--- config.mk ---
export PLATFORM = sky130hd
export DESIGN_NAME = rx_src_select
export DESIGN_NICKNAME = d
export VERILOG_FILES = /design/src/rtl/rx_src_select_pkg.sv /design/src/rtl/rx_src_policy.sv /design/src/rtl/rx_src_dwell.sv /design/src/rtl/rx_src_select.sv
export SDC_FILE = /design/constraint.sdc
export NUM_CORES = 1
export LEC_CHECK = 0
export CELL_PAD_IN_SITES_DETAIL_PLACEMENT = 1
export CELL_PAD_IN_SITES_GLOBAL_PLACEMENT = 1
export CORE_AREA = 2 2 39 41
export DETAILED_ROUTE_END_ITERATION = 16
export DIE_AREA = 0 0 41 43
export PLACE_DENSITY_LB_ADDON = 0.15
export SLEW_MARGIN = 20
export SYNTH_ARGS = -nofsm -noshare
export SYNTH_HDL_FRONTEND = slang
export SYNTH_HIERARCHICAL = 1
export SYNTH_SLANG_ARGS = --single-unit
--- constraint.sdc ---
create_clock -name clk_i -period 3 [get_ports clk_i]
set_clock_uncertainty 0.15 [all_clocks]
set_input_delay 0.3 -clock clk_i [delete_from_list [all_inputs] [get_ports clk_i]]
set_output_delay 0.3 -clock clk_i [all_outputs]
set_load 0.01 [all_outputs]
--- src/rtl/rx_src_select_pkg.sv ---
package rx_src_select_pkg;

  typedef enum logic [1:0] {
    MODE_HUNT     = 2'd0,
    MODE_ELEC     = 2'd1,
    MODE_OPT      = 2'd2,
    MODE_HUNT_ALT = 2'd3
  } rxs_mode_e;

  typedef enum logic [1:0] {
    POL_FORCE_ELEC = 2'd0,
    POL_FORCE_OPT  = 2'd1,
    POL_HUNT       = 2'd2
  } rxs_policy_e;

  localparam logic SEL_ELEC = 1'b0;
  localparam logic SEL_OPT  = 1'b1;

endpackage

--- src/rtl/rx_src_policy.sv ---
module rx_src_policy
  import rx_src_select_pkg::*;
(
  input  logic        opt_fitted_i,
  input  logic [1:0]  mode_i,
  output rxs_policy_e policy_o
);

  rxs_mode_e mode;

  assign mode = rxs_mode_e'(mode_i);

  always_comb begin
    if (!opt_fitted_i) begin
      policy_o = POL_FORCE_ELEC;       // no optical receiver
    end else begin
      unique case (mode)
        MODE_ELEC: policy_o = POL_FORCE_ELEC;
        MODE_OPT:  policy_o = POL_FORCE_OPT;
        default:   policy_o = POL_HUNT; // code 3 hunts too
      endcase
    end
  end

endmodule

--- src/rtl/rx_src_dwell.sv ---
module rx_src_dwell #(
  parameter int unsigned DWELL_CYCLES = 16
) (
  input  logic clk_i,
  input  logic rst_n_i,
  input  logic run_i,     // selected input invalid while hunting
  output logic expire_o   // final invalid cycle of the dwell window
);

  generate
    if (DWELL_CYCLES <= 1) begin : g_nodwell
      assign expire_o = run_i;
    end else begin : g_count
      localparam int unsigned CW    = $clog2(DWELL_CYCLES);
      localparam logic [CW-1:0] LAST = CW'(DWELL_CYCLES - 1);

      logic [CW-1:0] cnt_q, cnt_d;
      logic          cnt_en;

      assign expire_o = run_i && (cnt_q == LAST);

      always_comb begin
        cnt_d  = cnt_q;
        cnt_en = 1'b0;
        if (!run_i || expire_o) begin
          cnt_d  = '0;               // cleared outside the window
          cnt_en = (cnt_q != '0);
        end else begin
          cnt_d  = cnt_q + 1'b1;
          cnt_en = 1'b1;
        end
      end

      always_ff @(posedge clk_i or negedge rst_n_i) begin
        if (!rst_n_i) begin
          cnt_q <= '0;
        end else if (cnt_en) begin
          cnt_q <= cnt_d;
        end
      end
    end
  endgenerate

endmodule

--- src/rtl/rx_src_select.sv ---
module rx_src_select
  import rx_src_select_pkg::*;
#(
  parameter int unsigned DWELL_CYCLES = 16
) (
  input  logic       clk_i,
  input  logic       rst_n_i,
  input  logic       elec_ok_i,
  input  logic       opt_ok_i,
  input  logic       opt_fitted_i,
  input  logic [1:0] mode_i,
  output logic       sel_o,
  output logic       link_ok_o
);

  rxs_policy_e policy;
  logic        sel_q, sel_d, sel_en;
  logic        cur_ok;
  logic        hunt_run;
  logic        dwell_done;

  rx_src_policy u_policy (
    .opt_fitted_i (opt_fitted_i),
    .mode_i       (mode_i),
    .policy_o     (policy)
  );

  assign cur_ok   = (sel_q == SEL_OPT) ? opt_ok_i : elec_ok_i;
  assign hunt_run = (policy == POL_HUNT) && !cur_ok;

  rx_src_dwell #(
    .DWELL_CYCLES (DWELL_CYCLES)
  ) u_dwell (
    .clk_i    (clk_i),
    .rst_n_i  (rst_n_i),
    .run_i    (hunt_run),
    .expire_o (dwell_done)
  );

  always_comb begin
    sel_d = sel_q;
    unique case (policy)
      POL_FORCE_ELEC: sel_d = SEL_ELEC;
      POL_FORCE_OPT:  sel_d = SEL_OPT;
      default:        sel_d = dwell_done ? ~sel_q : sel_q;
    endcase
    sel_en = (sel_d != sel_q);
  end

  always_ff @(posedge clk_i or negedge rst_n_i) begin
    if (!rst_n_i) begin
      sel_q <= SEL_ELEC;
    end else if (sel_en) begin
      sel_q <= sel_d;
    end
  end

  assign sel_o     = sel_q;
  assign link_ok_o = cur_ok;

endmodule

Word level (Yosys, flattened, before mapping):

Cells that the tools add are included.

* register bits: 5
* latch bits: 0
* RAM bits: 0
* memory bits (read-only): 0
* output and inout bits: 2
* logic and storage cells: 24
* memories kept: 0

* add/sub/neg operators: 1
* multiply operators: 0
* div/mod/pow operators: 0
* magnitude comparators: 0
* equal/unequal tests: 6
* shifts and indexed selects: 0
* mux-type cells: 7
* bitwise gates (word level): 1
* reduce and logical (&&, ||, !) cells: 7

Operator list (number)
* adder 4 x 1 -> 4 bit, second input constant: 1
* equality test 2 x 1 -> 1 bit, second input constant: 2
* equality test 2 bit, second input constant: 2
* equality test 4 bit, second input constant: 1
* 2-to-1 mux 4 bit: 1
* case mux 2 bit (2 select lines): 1
* nonzero test 4 bit: 1
* 2-to-1 mux 1 bit: 3
* logical AND 1 bit: 2
* logical NOT 1 bit: 2
* logical NOT 2 bit: 1
* 2-to-1 mux 2 bit: 1
* case mux 1 bit (2 select lines): 1
* logical OR 1 bit: 1
* inequality test 1 bit: 1
* inverter 1 bit: 1

Logic depth before layout (Yosys ltp):

* depth in word-level cells: 9
* depth in mapped cells: 8
* gate-level depth less buffers: 8

Modules after synthesis:

The synthesis kept the hierarchy.

Modules (own cells, without submodules)
* rx_src_dwell: times used 1, cells an instance 24, area an instance 230.2 um^2
* rx_src_select: times used 1, cells an instance 6, area an instance 70.1 um^2
* rx_src_policy: times used 1, cells an instance 4, area an instance 28.8 um^2

Worst setup path before layout:

OpenSTA, ideal clock, no wires.

* kind: register -> register
* start: register sel_q (netlist: sel_o)
* end: register u_dwell.g_count.cnt_q[0]
* library setup time: 0.074 ns
* data arrival time: 1.431 ns
* path slack: 1.345 ns
* cell stages (with the launch flop): 6
* period minus slack after synthesis: 1.655 ns
* cells stage by stage: dfrtp_1 -> mux2_4 -> nor3b_2 -> inv_2 -> a311o_1 -> o21ai_2

* word-level cells in the longest chain between the ends: 6

RTL lines
* from (decl): line rx_src_select.sv:17 `logic sel_q, sel_d, sel_en;`
* from (signal assigned): line rx_src_select.sv:54 `sel_q <= sel_d;`
* 2-to-1 mux 1 bit *: line rx_src_select.sv:28 `assign cur_ok = (sel_q == SEL_OPT) ? opt_ok_i : elec_ok_i;`
* via link_ok_o: line rx_src_select.sv:13 `output logic link_ok_o`
* logical NOT 1 bit *: line rx_src_select.sv:29 `assign hunt_run = (policy == POL_HUNT) && !cur_ok;`
* logical AND 1 bit *: line rx_src_select.sv:29
* via hunt_run: line rx_src_select.sv:19 `logic hunt_run;`
* logical NOT 1 bit / logical AND 1 bit (equally long branches): line rx_src_dwell.sv:25, rx_src_dwell.sv:20
* logical OR 1 bit *: line rx_src_dwell.sv:25 `if (!run_i || expire_o) begin`
* 2-to-1 mux 4 bit / 2-to-1 mux 1 bit (equally long branches): line rx_src_dwell.sv:25
* to (signal assigned): line rx_src_dwell.sv:38 `cnt_q <= cnt_d;`
* to (decl): line rx_src_dwell.sv:17 `logic [CW-1:0] cnt_q, cnt_d;`

Mark *: on every way through the listed nets, which the timed path passes. The rest lies on a longest branch.
A chain may end at the register's enable or synchronous reset.

Worst setup path after layout:

* start: input port mode_i[0]
* end: register sel_q (netlist: sel_o)

* word-level cells in the longest chain between the ends: 9

RTL lines
* from (decl): line rx_src_select.sv:11 `input logic [1:0] mode_i,`
* equality test 2 bit / equality test 2 x 1 -> 1 bit (equally long branches): line rx_src_policy.sv:17 `unique case (mode)`
* case mux 2 bit (2 select lines) *: line rx_src_policy.sv:17
* 2-to-1 mux 2 bit *: line rx_src_policy.sv:14 `if (!opt_fitted_i) begin`
* via policy[1]: line rx_src_select.sv:16 `rxs_policy_e policy;`
* equality test 2 bit *: line rx_src_select.sv:29
* logical AND 1 bit *: line rx_src_select.sv:29
* via hunt_run: line rx_src_select.sv:19
* logical AND 1 bit *: line rx_src_dwell.sv:20 `assign expire_o = run_i && (cnt_q == LAST);`
* via dwell_done: line rx_src_select.sv:20 `logic dwell_done;`
* 2-to-1 mux 1 bit *: line rx_src_select.sv:45 `default: sel_d = dwell_done ? ~sel_q : sel_q;`
* case mux 1 bit (2 select lines) *: line rx_src_select.sv:42 `unique case (policy)`
* inequality test 1 bit: line rx_src_select.sv:47 `sel_en = (sel_d != sel_q);`

Marked as above.

==> reports/qor.csv <==
stage,metric,value,unit
status,status,"complete, no violations",
synth,Syn Inst Count,34,
route,wire length per cell,11.79,um
synth,dominant cells by area after synthesis,"dfrtp_1 38%, ha_1 11%, xnor2_1 5.3%, a21oi_1 4.6%, inv_1 4.6%",
clock_network,Worst-path clk slew,0.05,ns
timing,fmax,510.6,MHz
synth,Yosys top cell by area,dfrtp_1,
route,Routed Antenna Nets,0,
route,routed wire length,731,um
layout,"most common cell after layout, fill and taps aside",clkdlybuf4s50_1,
critical_path,CP startpoint,mode_i[0],
critical_path,crit start category,input port,
clock_network,TritonCTS clock tree,built,
synth,post-synthesis sequential area ratio,38.02,%
timing,final cycle utilization of the critical path,65.28,%
route,Via density,4.629,
timing,Worst-Margin Slew,0.2780,ns
critical_path,FF-to-FF Start,sel_o,
layout,Layout area overhead,38.40,%
timing,RSZ-0062 raised after global routing,false,
die,number of I/O pins,9,
timing,setup_tns,0,ns
place,pre-CTS setup slack,0.7769,ns
route,first drt pass iteration count,2,
grt,Total GRT Usage,10.73,%
critical_path,Crit Path Max Fanout,4,
layout,nets@finish,57,
critical_path,Reg-to-Reg End,sel_o,
clock_network,hold_buf cts,0,
clock_network,clock root buffer,clkbuf_4,
synth,Cell variety after synth,18,
synth,Synth Warn #,6,
clock_network,TritonCTS Buffers,3,
route,drc violations,0,
synth,post-synth net total,44,
layout,"commonest non-fill, non-tap cells in the layout","8 x clkdlybuf4s50_1, 5 x dfrtp_1, 4 x inv_1",
die,Die Span X,41,um
power,leakage power,0.1952,nW
clock_network,post-CTS setup buffer count,0,
layout,layout cells sized above 1,17.39,%
timing,slew margin rel.,81.43,%
synth,Syn Std Cell Area,329.1,sq um
hold_path,HP Class,input port to async pin,
critical_path,worst path required time,2.97,ns
place,PortBufs,8,
place,DP HPWL,608.7,um
die,core area,0.001384,sq mm
grt,antenna violations before repair,0,
clock_network,post-CTS sizing,0,
clock_network,clock sinks,5,
power,Cell Pwr Density,561.1,mW/mm^2
die,initial core utilization,23.78,%
run,max_cap viols,0,
grt,first-pass GRT wire length,1235,um
power,peak supply drop,0.1985,mV
critical_path,crit end category,flip-flop,
timing,post-layout min period,1.958,ns
layout,antenna cells,0,
critical_path,Setup CP Type,input port to flip-flop,
route,number of DRC markers in iteration 0,1,
place,GPL Wtd Cong,0.7294,
die,Cell Rows,14,
clock_network,clk_lat worst skew,0.25,ns
grt,pin count of the biggest net entering global routing,7,
timing,"Slew Viols, Final",0,
die,die area,0.001763,sq mm
synth,area fraction of the dominant cell type after synthesis,38.02,%
route,total number of vias,287,
critical_path,worst r2r path cells,6,
die,DIE HEIGHT,43,um
timing,"Hold Vio Cnt, Final",0,
grt,total gr overflow,0,
synth,count of state elements after synthesis,5,
critical_path,FF-to-FF setup slack,1.28,ns
timing,final worst slack,1.042,ns
critical_path,Crit path arrival time,1.93,ns
clock_network,H-tree Lvls,1,
clock_network,clk buf depth,2,
grt,vias in the first global route,302,
timing,final setup vio count,0,
synth,Avg Synthesized Cell Area,9.678,sq um
## layout make-up
| cell class | instances | area, sq um |
|---|---|---|
| clock buffer | 4 | 26.28 |
| fill | 164 | 928.4 |
| inverter | 5 | 18.77 |
| multi-input combinational | 24 | 185.2 |
| sequential | 5 | 125.1 |
| tap | 16 | 20.02 |
| timing repair buffer | 8 | 80.08 |
## how the worst max path moves through the flow
stage	to	slack, ns	cells after the start
after floorplan	u_dwell/g_count.cnt_q[0]	1.35	5
after global routing	sel_o	0.96	9
after CTS	sel_o	1.03	9
after global placement	sel_o	0.81	9
final	sel_o	1.04	9
after detailed placement	sel_o	0.78	9
## synthesized netlist by cell type
library cell and instances:
dfrtp_1 5, mux2_4 1, xnor2_1 2, nand2_1 1, o21ai_0 1, a21oi_1 3, nor3b_2 1, inv_2 1
a311o_1 1, and2b_1 1, ha_1 3, nor3b_1 1, o21ai_2 1, nand3_1 2, inv_1 4, nor2_1 3
and2_1 2, a32o_2 1
## through the flow
stage / hold slack, ns / instance area, sq um / utilization (%) / cells / total power, mW
2_1_floorplan: -0.1456 / 329.1 / - / 34 / 0.1485
3_3_place_gp: 0.3669 / 429.2 / 31.01 / 58 / 0.1759
3_5_place_dp: 0.3816 / 429.2 / 31.01 / 58 / 0.1782
4_1_cts: 0.1271 / 455.4 / 32.91 / 62 / 0.2620
5_1_grt: 0.1276 / 455.4 / 32.91 / 62 / 0.2797
6_report: 0.1282 / 455.4 / 32.91 / 62 / 0.2555
## routing by layer
layer	vias up	routed length, um	global-route usage, %
li1	139	-	-
met1	139	282	11.88
met2	9	402	16.25
met3	0	46	4.712
met4	0	0	6.000
met5	-	0	0
## flip-flops by register name, summed over array words and instances, names as in the netlist
signal,count
u_dwell/g_count.cnt_q,4
sel_o,1
## cells by family (layout without fill, tap and decap cells)
| group | count (synthesis) | after routing | share of synthesized area (%) |
|---|---|---|---|
| compound gates | 7 | 7 | 15.21 |
| flops | 5 | 5 | 38.02 |
| simple gates | 11 | 11 | 19.77 |
| mux | 1 | 1 | 4.561 |
| xor+xnor | 2 | 2 | 5.324 |
| fa+ha+maj | 3 | 3 | 11.41 |
| buf+inv | 5 | 17 | 5.701 |
## worst max-delay path: stages
cell and delay, ns:
clkdlybuf4s50_1 0.45, inv_1 0.04, ha_1 0.25, and2_1 0.15
nor3b_2 0.27, inv_2 0.10, nor2_1 0.15, xnor2_1 0.14
a21oi_1 0.08
## power breakdown
part	switching, mW	internal [mW]
clock network	0.0294	0.0504
registers	0.0155	0.0802
logic	0.0354	0.0446
total	0.0803	0.175
No activity file was read; power rests on OpenSTA's default activity.
